<file path="config.mk">
export PLATFORM = sky130hd
export DESIGN_NAME = mcast_ingress_rep
export DESIGN_NICKNAME = d
export VERILOG_FILES = /design/src/rtl/rep_pkg.sv /design/src/rtl/rep_lowbit_pick.sv /design/src/rtl/rep_fault_count.sv /design/src/rtl/rep_fanout_state.sv /design/src/rtl/mcast_ingress_rep.sv
export SDC_FILE = /design/constraint.sdc
export NUM_CORES = 1
export LEC_CHECK = 0
export BUFFER_PORTS_ARGS = -buffer_cell sky130_fd_sc_hd__buf_4
export CAP_MARGIN = 30
export CORE_ASPECT_RATIO = 1.2
export CORE_MARGIN = 4
export CORE_UTILIZATION = 50
export CTS_CLUSTER_DIAMETER = 200
export DETAILED_ROUTE_END_ITERATION = 8
export GPL_TIMING_DRIVEN = 0
export MAX_ROUTING_LAYER = met4
export PLACE_DENSITY = 0.82
export SYNTH_ARGS = -nofsm -noshare
export SYNTH_HDL_FRONTEND = slang
export SYNTH_SLANG_ARGS = --single-unit
</file>
<file path="constraint.sdc">
create_clock -name clk -period 4.6 [get_ports clk]
set_input_delay 0.23 -clock clk [delete_from_list [all_inputs] [get_ports clk]]
set_output_delay 0.23 -clock clk [all_outputs]
set_load 0.02 [all_outputs]
</file>
<file path="src/rtl/rep_pkg.sv">
package rep_pkg;
  typedef enum logic {
    FAN_COPY  = 1'b0,
    FAN_MCAST = 1'b1
  } fan_mode_e;
endpackage

</file>
<file path="src/rtl/rep_lowbit_pick.sv">
module rep_lowbit_pick #(
  parameter int W = 8
) (
  input  logic [W-1:0] mask,
  output logic [W-1:0] onehot,
  output logic [W-1:0] rest,
  output logic         any
);
  logic [W:0] seen;

  assign seen[0] = 1'b0;

  // Prefix chain: a bit is selected when it is set and no lower bit is set.
  for (genvar g = 0; g < W; g++) begin : g_pick
    assign onehot[g]  = mask[g] & ~seen[g];
    assign seen[g+1]  = seen[g] | mask[g];
  end

  assign rest = mask & ~onehot;
  assign any  = seen[W];
endmodule

</file>
<file path="src/rtl/rep_fault_count.sv">
module rep_fault_count #(
  parameter int CW = 8
) (
  input  logic          clk,
  input  logic          rst_n,
  input  logic          bump,
  output logic [CW-1:0] count
);
  localparam logic [CW-1:0] CNT_MAX = '1;

  logic [CW-1:0] count_q;
  logic [CW-1:0] count_d;
  logic          count_en;

  always_comb begin
    count_en = bump && (count_q != CNT_MAX);
    count_d  = count_q + {{(CW-1){1'b0}}, 1'b1};
  end

  always_ff @(posedge clk or negedge rst_n) begin
    if (!rst_n) begin
      count_q <= '0;
    end else if (count_en) begin
      count_q <= count_d;
    end
  end

  assign count = count_q;
endmodule

</file>
<file path="src/rtl/rep_fanout_state.sv">
module rep_fanout_state #(
  parameter int W  = 8,
  parameter int PW = 16
) (
  input  logic          clk,
  input  logic          rst_n,
  input  logic          load,
  input  logic [W-1:0]  load_mask,
  input  logic [PW-1:0] load_payload,
  input  logic          load_mode,
  input  logic          advance,
  input  logic [W-1:0]  rest_mask,
  output logic          hold_valid,
  output logic [W-1:0]  hold_mask,
  output logic [PW-1:0] hold_payload,
  output logic          hold_mode
);
  import rep_pkg::*;

  logic          valid_q, valid_d;
  logic [W-1:0]  mask_q,  mask_d;
  logic [PW-1:0] pay_q;
  logic          mode_q;
  logic          upd_en;
  logic          last_pkt;

  always_comb begin
    last_pkt = (mode_q == FAN_MCAST) || (rest_mask == '0);
    upd_en   = load || advance;
    valid_d  = valid_q;
    mask_d   = mask_q;
    if (load) begin
      valid_d = 1'b1;
      mask_d  = load_mask;
    end else if (advance) begin
      valid_d = !last_pkt;
      mask_d  = last_pkt ? mask_q : rest_mask;
    end
  end

  always_ff @(posedge clk or negedge rst_n) begin
    if (!rst_n) begin
      valid_q <= 1'b0;
      mask_q  <= '0;
    end else if (upd_en) begin
      valid_q <= valid_d;
      mask_q  <= mask_d;
    end
  end

  // Payload and mode change only on load; they stay put while copies drain.
  always_ff @(posedge clk or negedge rst_n) begin
    if (!rst_n) begin
      pay_q  <= '0;
      mode_q <= FAN_COPY;
    end else if (load) begin
      pay_q  <= load_payload;
      mode_q <= load_mode;
    end
  end

  assign hold_valid   = valid_q;
  assign hold_mask    = mask_q;
  assign hold_payload = pay_q;
  assign hold_mode    = mode_q;
endmodule

</file>
<file path="src/rtl/mcast_ingress_rep.sv">
module mcast_ingress_rep #(
  parameter int NUM_PORTS = 8,
  parameter int PAYLOAD_W = 16,
  parameter int ERR_W     = 8
) (
  input  logic                 clk,
  input  logic                 rst_n,
  input  logic                 in_mode,
  input  logic                 in_valid,
  output logic                 in_ready,
  input  logic [NUM_PORTS-1:0] in_mask,
  input  logic [PAYLOAD_W-1:0] in_payload,
  output logic                 out_valid,
  input  logic                 out_ready,
  output logic [NUM_PORTS-1:0] out_mask,
  output logic [PAYLOAD_W-1:0] out_payload,
  output logic [ERR_W-1:0]     err_count
);
  import rep_pkg::*;

  logic                 accept;
  logic                 mask_empty;
  logic                 cell_load;
  logic                 cell_drop;
  logic                 pkt_fire;
  logic                 hold_valid;
  logic [NUM_PORTS-1:0] hold_mask;
  logic [PAYLOAD_W-1:0] hold_payload;
  logic                 hold_mode;
  logic [NUM_PORTS-1:0] pick_onehot;
  logic [NUM_PORTS-1:0] pick_rest;
  logic                 pick_any;

  always_comb begin
    in_ready   = !hold_valid;
    accept     = in_valid && in_ready;
    mask_empty = (in_mask == '0);
    cell_load  = accept && !mask_empty;
    cell_drop  = accept && mask_empty;
    pkt_fire   = hold_valid && out_ready;
  end

  rep_lowbit_pick #(.W(NUM_PORTS)) u_pick (
    .mask   (hold_mask),
    .onehot (pick_onehot),
    .rest   (pick_rest),
    .any    (pick_any)
  );

  rep_fanout_state #(.W(NUM_PORTS), .PW(PAYLOAD_W)) u_state (
    .clk          (clk),
    .rst_n        (rst_n),
    .load         (cell_load),
    .load_mask    (in_mask),
    .load_payload (in_payload),
    .load_mode    (in_mode),
    .advance      (pkt_fire),
    .rest_mask    (pick_rest),
    .hold_valid   (hold_valid),
    .hold_mask    (hold_mask),
    .hold_payload (hold_payload),
    .hold_mode    (hold_mode)
  );

  rep_fault_count #(.CW(ERR_W)) u_fault (
    .clk   (clk),
    .rst_n (rst_n),
    .bump  (cell_drop),
    .count (err_count)
  );

  always_comb begin
    out_valid   = hold_valid && pick_any;
    out_mask    = (hold_mode == FAN_MCAST) ? hold_mask : pick_onehot;
    out_payload = hold_payload;
  end
endmodule

</file>
* After elaboration in Yosys (flattened, before gate mapping)
Index checks and enable logic that the tools add are counted.
** Operators by class
- Bitwise logic cells :: 23
- Multiplexer cells :: 6
- Equality and inequality tests :: 2
- $add $sub $neg :: 1
- Reductions and logical operators :: 16
** Operator list (count)
- two-way mux 8 bit :: 4
- logical NOT 8 bit :: 2
- adder 8 x 1 -> 8 bit (second input constant) :: 1
- AND 8 bit :: 1
- inequality test 8 bit (second input constant) :: 1
- NOT 8 bit :: 1
- AND 1 bit :: 7
- NOT 1 bit :: 7
- bitwise OR 1 bit :: 7
- logical AND 1 bit :: 6
- logical NOT 1 bit :: 3
- AND reduction 3 bit :: 1
- logical OR 1 bit :: 2
- two-way mux 1 bit :: 2
- inequality test 2 x 1 -> 1 bit (second input constant) :: 1
- AND reduction 2 bit :: 1
- nonzero test 2 bit :: 1
** Storage, ports and cells
- Register bits after elaboration :: 34
- Output and inout bits :: 34
- Bits of input ports :: 29

* Depth between registers and ports, before layout
Gate-level depths: netlist (run 1).
- Depth after elaboration :: 15
- Gate-level depth with buffers :: 6

* Hierarchy
Synthesis (run 1) repeated with hierarchy kept, for this count alone.
** Unflattened totals
- Cell total of the unflattened synthesis :: 162
- Area total of the unflattened synthesis :: 1924.3 µm²
** Modules (own cells, without submodules)
- rep_fanout_state :: area an instance 1197.4 µm², cells each 88, seq. area each 650.6 µm², instances 1
- rep_fault_count :: area an instance 407.9 µm², cells each 34, seq. area each 200.2 µm², instances 1
- mcast_ingress_rep :: area an instance 162.7 µm², cells each 17, seq. area each 0.0 µm², instances 1
- rep_lowbit_pick :: area an instance 156.4 µm², cells each 23, seq. area each 0.0 µm², instances 1

* Worst setup path before layout (run 1)
No wires, ideal clock.
- Path type :: register to output
- Start point :: register u_state.mask_q[0], in the netlist u_state.hold_mask[0]
- End point :: output port out_mask[6]
- Setup slack :: 2.660 ns
- Required time :: 4.370 ns
- Stages on the path, launching flop included :: 5
- Arrival time :: 1.710 ns
- Cell sequence :: dfrtp_1 buf_6 or3_4 or4_4 a21oi_1
** On the way
- Cells in the longest elaborated chain, start to end :: 8
** Ends and longest elaborated chain
- start, declared :: line rep_fanout_state.sv:21 : logic [W-1:0] mask_q, mask_d;
- start signal, assigned :: line rep_fanout_state.sv:47 : mask_q <= mask_d;
- bitwise OR 1 bit (5 in series) :: line rep_lowbit_pick.sv:16 : assign seen[g+1] = seen[g] | mask[g];
- NOT 1 bit :: line rep_lowbit_pick.sv:15 : assign onehot[g] = mask[g] & ~seen[g];
- AND 1 bit :: line rep_lowbit_pick.sv:15
- two-way mux 8 bit :: line mcast_ingress_rep.sv:74 : out_mask = (hold_mode == FAN_MCAST) ? hold_mask : pick_onehot;
- end, declared :: line mcast_ingress_rep.sv:15 : output logic [NUM_PORTS-1:0] out_mask,
No other way between the ends.

* Worst setup path in the final report (run 1)
- Start point :: register u_state.mask_q[0], in the netlist u_state.hold_mask[0]
- End point :: output port out_mask[7]
** On the way
- Cells in the longest elaborated chain, start to end :: 9
** Ends and longest elaborated chain (line)
- bitwise OR 1 bit (6 in series) :: rep_lowbit_pick.sv:16
- NOT 1 bit :: rep_lowbit_pick.sv:15
- AND 1 bit :: rep_lowbit_pick.sv:15
- two-way mux 8 bit :: mcast_ingress_rep.sv:74
No other way between the ends.

==> results of run 1 <==
## worst max-delay path, cell delays in order, from the launching register on
cell     delay [ps]
dfrtp_1         400
buf_6           140
or3_4           410
or4_4           460
nor2_2          120
o21a_1          120
buf_4           130
## routing by layer
layer / global-route usage (%) / vias up / share of wire, %
met2: 34.35 / 45 / 50
met3: 6.050 / 4 / 6.6
met5: - / - / 0
met1: 28.80 / 712 / 42
li1: - / 745 / -
met4: 6.265 / 0 / 0.69
## per-stage QoR
| step | hold slack, ps | instance area, um^2 | worst slack, ps |
|---|---|---|---|
| floorplan | -65.59 | 1702 | 2660 |
| global route | 53.61 | 2282 | 2202 |
| detailed placement | 200.1 | 2212 | 2634 |
| finish | 73.99 | 2282 | 2272 |
| CTS | 64.67 | 2282 | 2259 |
| global placement | 198.4 | 2212 | 2636 |
## where the power goes
group	switching [uW]	total, uW	internal [uW]
registers	80.5	487	407
clock network	95.8	170	74.0
logic	422	738	316
## placed cells by master, fill, tap and decap left out, types with 2 or more instances in the layout
master    instances
o211ai_1          2
inv_1             4
nor2_1            5
nand2_1          58
dfrtp_1          34
nor4_4            2
nor3_1            6
a21oi_1           2
o311ai_0          3
nor4_1            3
clkbuf_4          5
buf_4            63
buf_2             5
o21ai_0           2
buf_6             2
o21a_1            4
or4_4             2
clkbuf_1          2
xor2_1            6
a32o_1            3
a21boi_0          2
nand3_1           3
## worst min path at each step
stage / startpoint / end / slack (ps) / cells after the start
2_1_floorplan: rst_n / u_fault.count[0]$_DFFE_PN0P_ / -70 / 0
3_3_place_gp: rst_n / u_state.hold_payload[8]$_DFFE_PN0P_ / 200 / 1
3_5_place_dp: rst_n / u_state.hold_payload[8]$_DFFE_PN0P_ / 200 / 1
4_1_cts: in_payload[13] / u_state.hold_payload[13]$_DFFE_PN0P_ / 60 / 3
5_1_grt: in_payload[1] / u_state.hold_payload[1]$_DFFE_PN0P_ / 50 / 3
6_report: in_payload[12] / u_state.hold_payload[12]$_DFFE_PN0P_ / 70 / 3
## cell type report
type / instances / area (um^2) / area share, %
Sequential cell: 34 / 850.8 / 37.28
Buffer: 10 / 62.56 / 2.741
Clock inverter: 1 / 5.005 / 0.2193
Clock buffer: 7 / 55.05 / 2.412
Timing Repair Buffer: 63 / 475.5 / 20.83
Tap cell: 36 / 45.04 / 1.974
Inverter: 4 / 15.01 / 0.6579
Multi-Input combinational cell: 125 / 773.2 / 33.88
## cells by family after synthesis
logic type | Yosys count
fa+ha+maj | 2
flops | 34
compound gates | 28
buf+inv | 14
xor+xnor | 6
simple gates | 88
mux | 1
## sequential cells by signal, summed over array words and instances (netlist names)
name	count
u_state.hold_valid	1
u_state.hold_payload	16
u_state.hold_mode	1
u_state.hold_mask	8
u_fault.count	8
## repair_timing
item | CTS | global route
hold endpoints to repair | 34 | 0
hold buffers | 1 | 0
endpoints found under the setup margin | 0 | 0
==> results.cfg, run 1 <==
[logic_synthesis]
yosys_warnings = 0
synthTopCellsByArea = dfrtp_1, nand2_1, xor2_1
synth-simple-area-share_pct = 26.32
syn_nets = 203
synth-xor-area-share_pct = 3.088
ys.flop_type = dfrtp_1
async_flop_share_pct = 100.0
synth_fa_ha_area_share_pct = 1.324
synth_compound_area_share_pct = 14.04
synthDistinctLibCells = 44
ys_ff_latch = 34
synth_edf_count = 0
synth_common_cells = nand2_1, dfrtp_1, nor3_1, xor2_1
syn_area_per_cell_um2 = 9.836
yosysMostFrequentCell = nand2_1
synth_mux_area_share_pct = 0.6618
synth_top_cell_by_area = dfrtp_1
synth_top_area_share_pct = 50.00
synth_top_family_by_area = simple AND/OR/NAND/NOR gates
netlist_area_mm2 = 0.001702
yosysSeqAreaShare_pct = 50.00
syn_inst = 173

[drt]
drtAntennaViolNets = 0
num_vias = 1506
drc = 0
routed_wl_um = 4218
firstDrtPassIters = 4
avgRoutedWirePerCell_um = 15.06
first_iter_violations = 68
viasPerCell = 5.379

[pwr]
vdd_drop_max_mv = 0.4416
power_uw = 1395
power_leakage_uw = 0.001177
cellPowerDensity_mw_per_mm2 = 611.1

[layout]
utilization_pct = 72.09
nets = 273
antenna_cells = 0
num-fill-cells = 275
syn_to_final_growth_pct = 34.12
finalNonFillerCells = 280
drive_gt1_share_pct = 36.89

[global_route]
grt_usage_pct = 22.34
grt-ovfl-total = 0
grt_pass1_vias = 1486
grt_pass1_wl_um = 7141
grt_max_degree = 35
antenna_found_initial = 0

[worst_setup_path]
cp-start-kind = flop
required_ps = 4370
cp-endpoint = out_mask[7]
cp_max_fo = 8
r2r_end = u_state.hold_payload[8]$_DFFE_PN0P_
rrSetupSlack_ps = 2820
rr_startpoint = u_state.hold_valid$_DFFE_PN0N_
endpoint_kind = primary output
path_class = reg -> out
startpoint = u_state.hold_mask[0]$_DFFE_PN0P_
r2r_cells = 6
arrival_ps = 2100

[sta]
worstMarginPinSlew_ps = 515.1
min_period_over_period_pct = 50.61
finalSetupViolations = 0
max_slew_margin_pct = 65.22
rsz0062_at_grt = false
tns_ps = 0
period_minus_slack_ps = 2328
slew_violations = 0
hold_viol_final = 0
worst_clock_skew_ps = 7.130
max_freq_ghz = 0.4296

[floorplan]
die_h_um = 71.91
coreArea_mm2 = 0.003166
ios = 63
start_util_pct = 53.75
die_w_um = 61.26
die_area_mm2 = 0.004405
num_rows = 22

[clock_tree]
root_buffer = clkbuf_4
cts_buffers = 5
cts_resized = 0
cts_setup_buffers = 0
h-tree-depth = 2
cts.clk_slew.worst_paths_ps = 100
cts_tree = yes
clkLatencyLatePin_ps = 330
clock-sinks = 34
clock_path_buffers = 2

[outcome]
outcome = completed

[placed_design]
dp.final_hpwl_um = 3256
gp_congestion = 0.9100
dp_cells = 271
io_buffers = 62

[hold_path]
min_path_type = in -> reg

[run]
drv_cap = 0
(Power assumes the default switching activity.)
==> run 2, diff against run 1 <==
--- a/config.mk
+++ b/config.mk
@@ -9,12 +9,12 @@
 export CAP_MARGIN = 30
 export CORE_ASPECT_RATIO = 1.2
 export CORE_MARGIN = 4
-export CORE_UTILIZATION = 50
+export CORE_UTILIZATION = 49
 export CTS_CLUSTER_DIAMETER = 200
 export DETAILED_ROUTE_END_ITERATION = 8
 export GPL_TIMING_DRIVEN = 0
 export MAX_ROUTING_LAYER = met4
-export PLACE_DENSITY = 0.82
+export PLACE_DENSITY = 0.8
 export SYNTH_ARGS = -nofsm -noshare
 export SYNTH_HDL_FRONTEND = slang
 export SYNTH_SLANG_ARGS = --single-unit
==> constraint.sdc (replaced) <==
create_clock -name clk -period 2.3 [get_ports clk]
set_input_delay 0.115 -clock clk [delete_from_list [all_inputs] [get_ports clk]]
set_output_delay 0.115 -clock clk [all_outputs]
set_load 0.02 [all_outputs]
==> run 2 against run 1 <==
  * Sequential share of layout area decreased by 0.82 points
  * Worst setup slack lost 2100 ps
  * Die area grew 1.8%
  * Hold slack got worse by 61 ps
  * Clock skew shrank 3.7 ps
  * Clock-buffer cell count is 1 higher
  * Via count fell by 2.3%
  * Sequential cell count is the same
  * Final area is 2.2% higher
==> results.cfg, run 2 (same netlist as run 1, synthesis figures left out) <==
[global_route]
grt-ovfl-total = 0
grt_max_degree = 35
grt_usage_pct = 21.08
antenna_found_initial = 0
grt_pass1_vias = 1522
grt_pass1_wl_um = 6796

[layout]
finalNonFillerCells = 281
ff_latch_area_um2 = 850.8
design_area_mm2 = 0.002333
drive_gt1_share_pct = 37.30
final_common_cell = buf_4
largest_reg_flops = 16
nets = 273
mostFrequentLayoutCells = buf_4, nand2_1, dfrtp_1
antenna_cells = 0
multi_input_area_um2 = 773.2
syn_to_final_growth_pct = 37.13
num-fill-cells = 271

[clock_tree]
clock_path_buffers = 2
h-tree-depth = 2
clock-sinks = 34
cts_buffers = 5
cts_tree = yes
clkLatencyLatePin_ps = 290
root_buffer = clkbuf_8
cts_resized = 0
cts_setup_buffers = 0
cts.clk_slew.worst_paths_ps = 70

[floorplan]
die_area_mm2 = 0.004484
num_rows = 23
start_util_pct = 50.97
ios = 63
die_w_um = 61.80
die_h_um = 72.56
coreArea_mm2 = 0.003338

[sta]
tns_ps = 0
max_slew_margin_pct = 64.95
slew_violations = 0
max_freq_ghz = 0.4652
worst_clock_skew_ps = 3.406
worstMarginPinSlew_ps = 519.2
rsz0062_at_grt = false
finalSetupViolations = 0
hold_viol_final = 0
period_minus_slack_ps = 2150
min_period_over_period_pct = 93.46

[worst_setup_path]
required_ps = 2180
cp-start-kind = flop
arrival_ps = 2030
endpoint_kind = primary output
cp_max_fo = 8
path_class = reg -> out

[placed_design]
io_buffers = 62
gp_congestion = 0.9116
dp.final_hpwl_um = 2976
placed_area_mm2 = 0.002213
dp_cells = 272

[drt]
first_iter_violations = 84
firstDrtPassIters = 4
drtAntennaViolNets = 0
num_vias = 1472
viasPerCell = 5.238
drc = 0
avgRoutedWirePerCell_um = 14.31
routed_wl_um = 4021

[outcome]
outcome = completed

[hold_path]
min_path_type = in -> reg

[pwr]
cellPowerDensity_mw_per_mm2 = 1268
vdd_drop_max_mv = 0.9341
power_leakage_uw = 0.001199
power_uw = 2958

[run]
drv_cap = 0
## run 2: repair_timing
item                                    4_1_cts  5_1_grt
hold endpoints to repair                     34        0
endpoints found under the setup margin        0        0
hold buffers                                  1        0
## run 2: worst paths after layout
check / startpoint / endpoint / slack, ps / cells past startpoint
setup / recovery: u_state.hold_mask[0]$_DFFE_PN0P_ / out_mask[7] / 150 / 6
hold / removal: in_payload[10] / u_state.hold_payload[10]$_DFFE_PN0P_ / 10 / 3
setup reg to reg: u_state.hold_valid$_DFFE_PN0N_ / u_state.hold_payload[14]$_DFFE_PN0P_ / 520 / 6
hold reg to reg: u_state.hold_payload[14]$_DFFE_PN0P_ / u_state.hold_payload[14]$_DFFE_PN0P_ / 480 / 2
max in group asynchronous: rst_n / u_state.hold_payload[4]$_DFFE_PN0P_ / 1680 / 2
min in group asynchronous: rst_n / u_fault.count[1]$_DFFE_PN0P_ / 310 / 2
## run 2: where the power goes
part	internal, uW	leakage [uW]	switching (uW)
Combinational	632	0.000708	836
Sequential	816	0.000433	160
Clock	302	0.0000575	212
## run 2: metal layers
layer	track usage [%]	up-vias	wire, um
li1	-	741	-
met1	26.80	673	1731
met2	31.66	51	1939
met3	6.050	7	278
met4	7.783	0	71
met5	-	-	0
## run 2: metrics by stage
step	setup slack, ps	hold WS [ps]	utilization, %
3_3_place_gp	462.8	86.47	66.30
4_1_cts	140.5	2.490	69.90
6_report	150.5	13.13	69.90
2_1_floorplan	475.4	-180.6	-
5_1_grt	64.47	15.62	69.90
3_5_place_dp	471.0	89.61	66.30
## run 2: layout make-up
type,instances,area share (%)
plain buffers,10,2.681
inverters,4,0.6434
multi-input cells,125,33.14
well taps,37,1.984
clock buffers,8,4.719
flip-flops and latches,34,36.46
repair buffers,63,20.38
## run 2: worst max-delay path, stage by stage, from the launching register on
cell and delay [ps]:
dfrtp_1 390, buf_6 140, or3_4 410, or4_4 450
nor2_2 120, o21a_1 120, buf_4 130
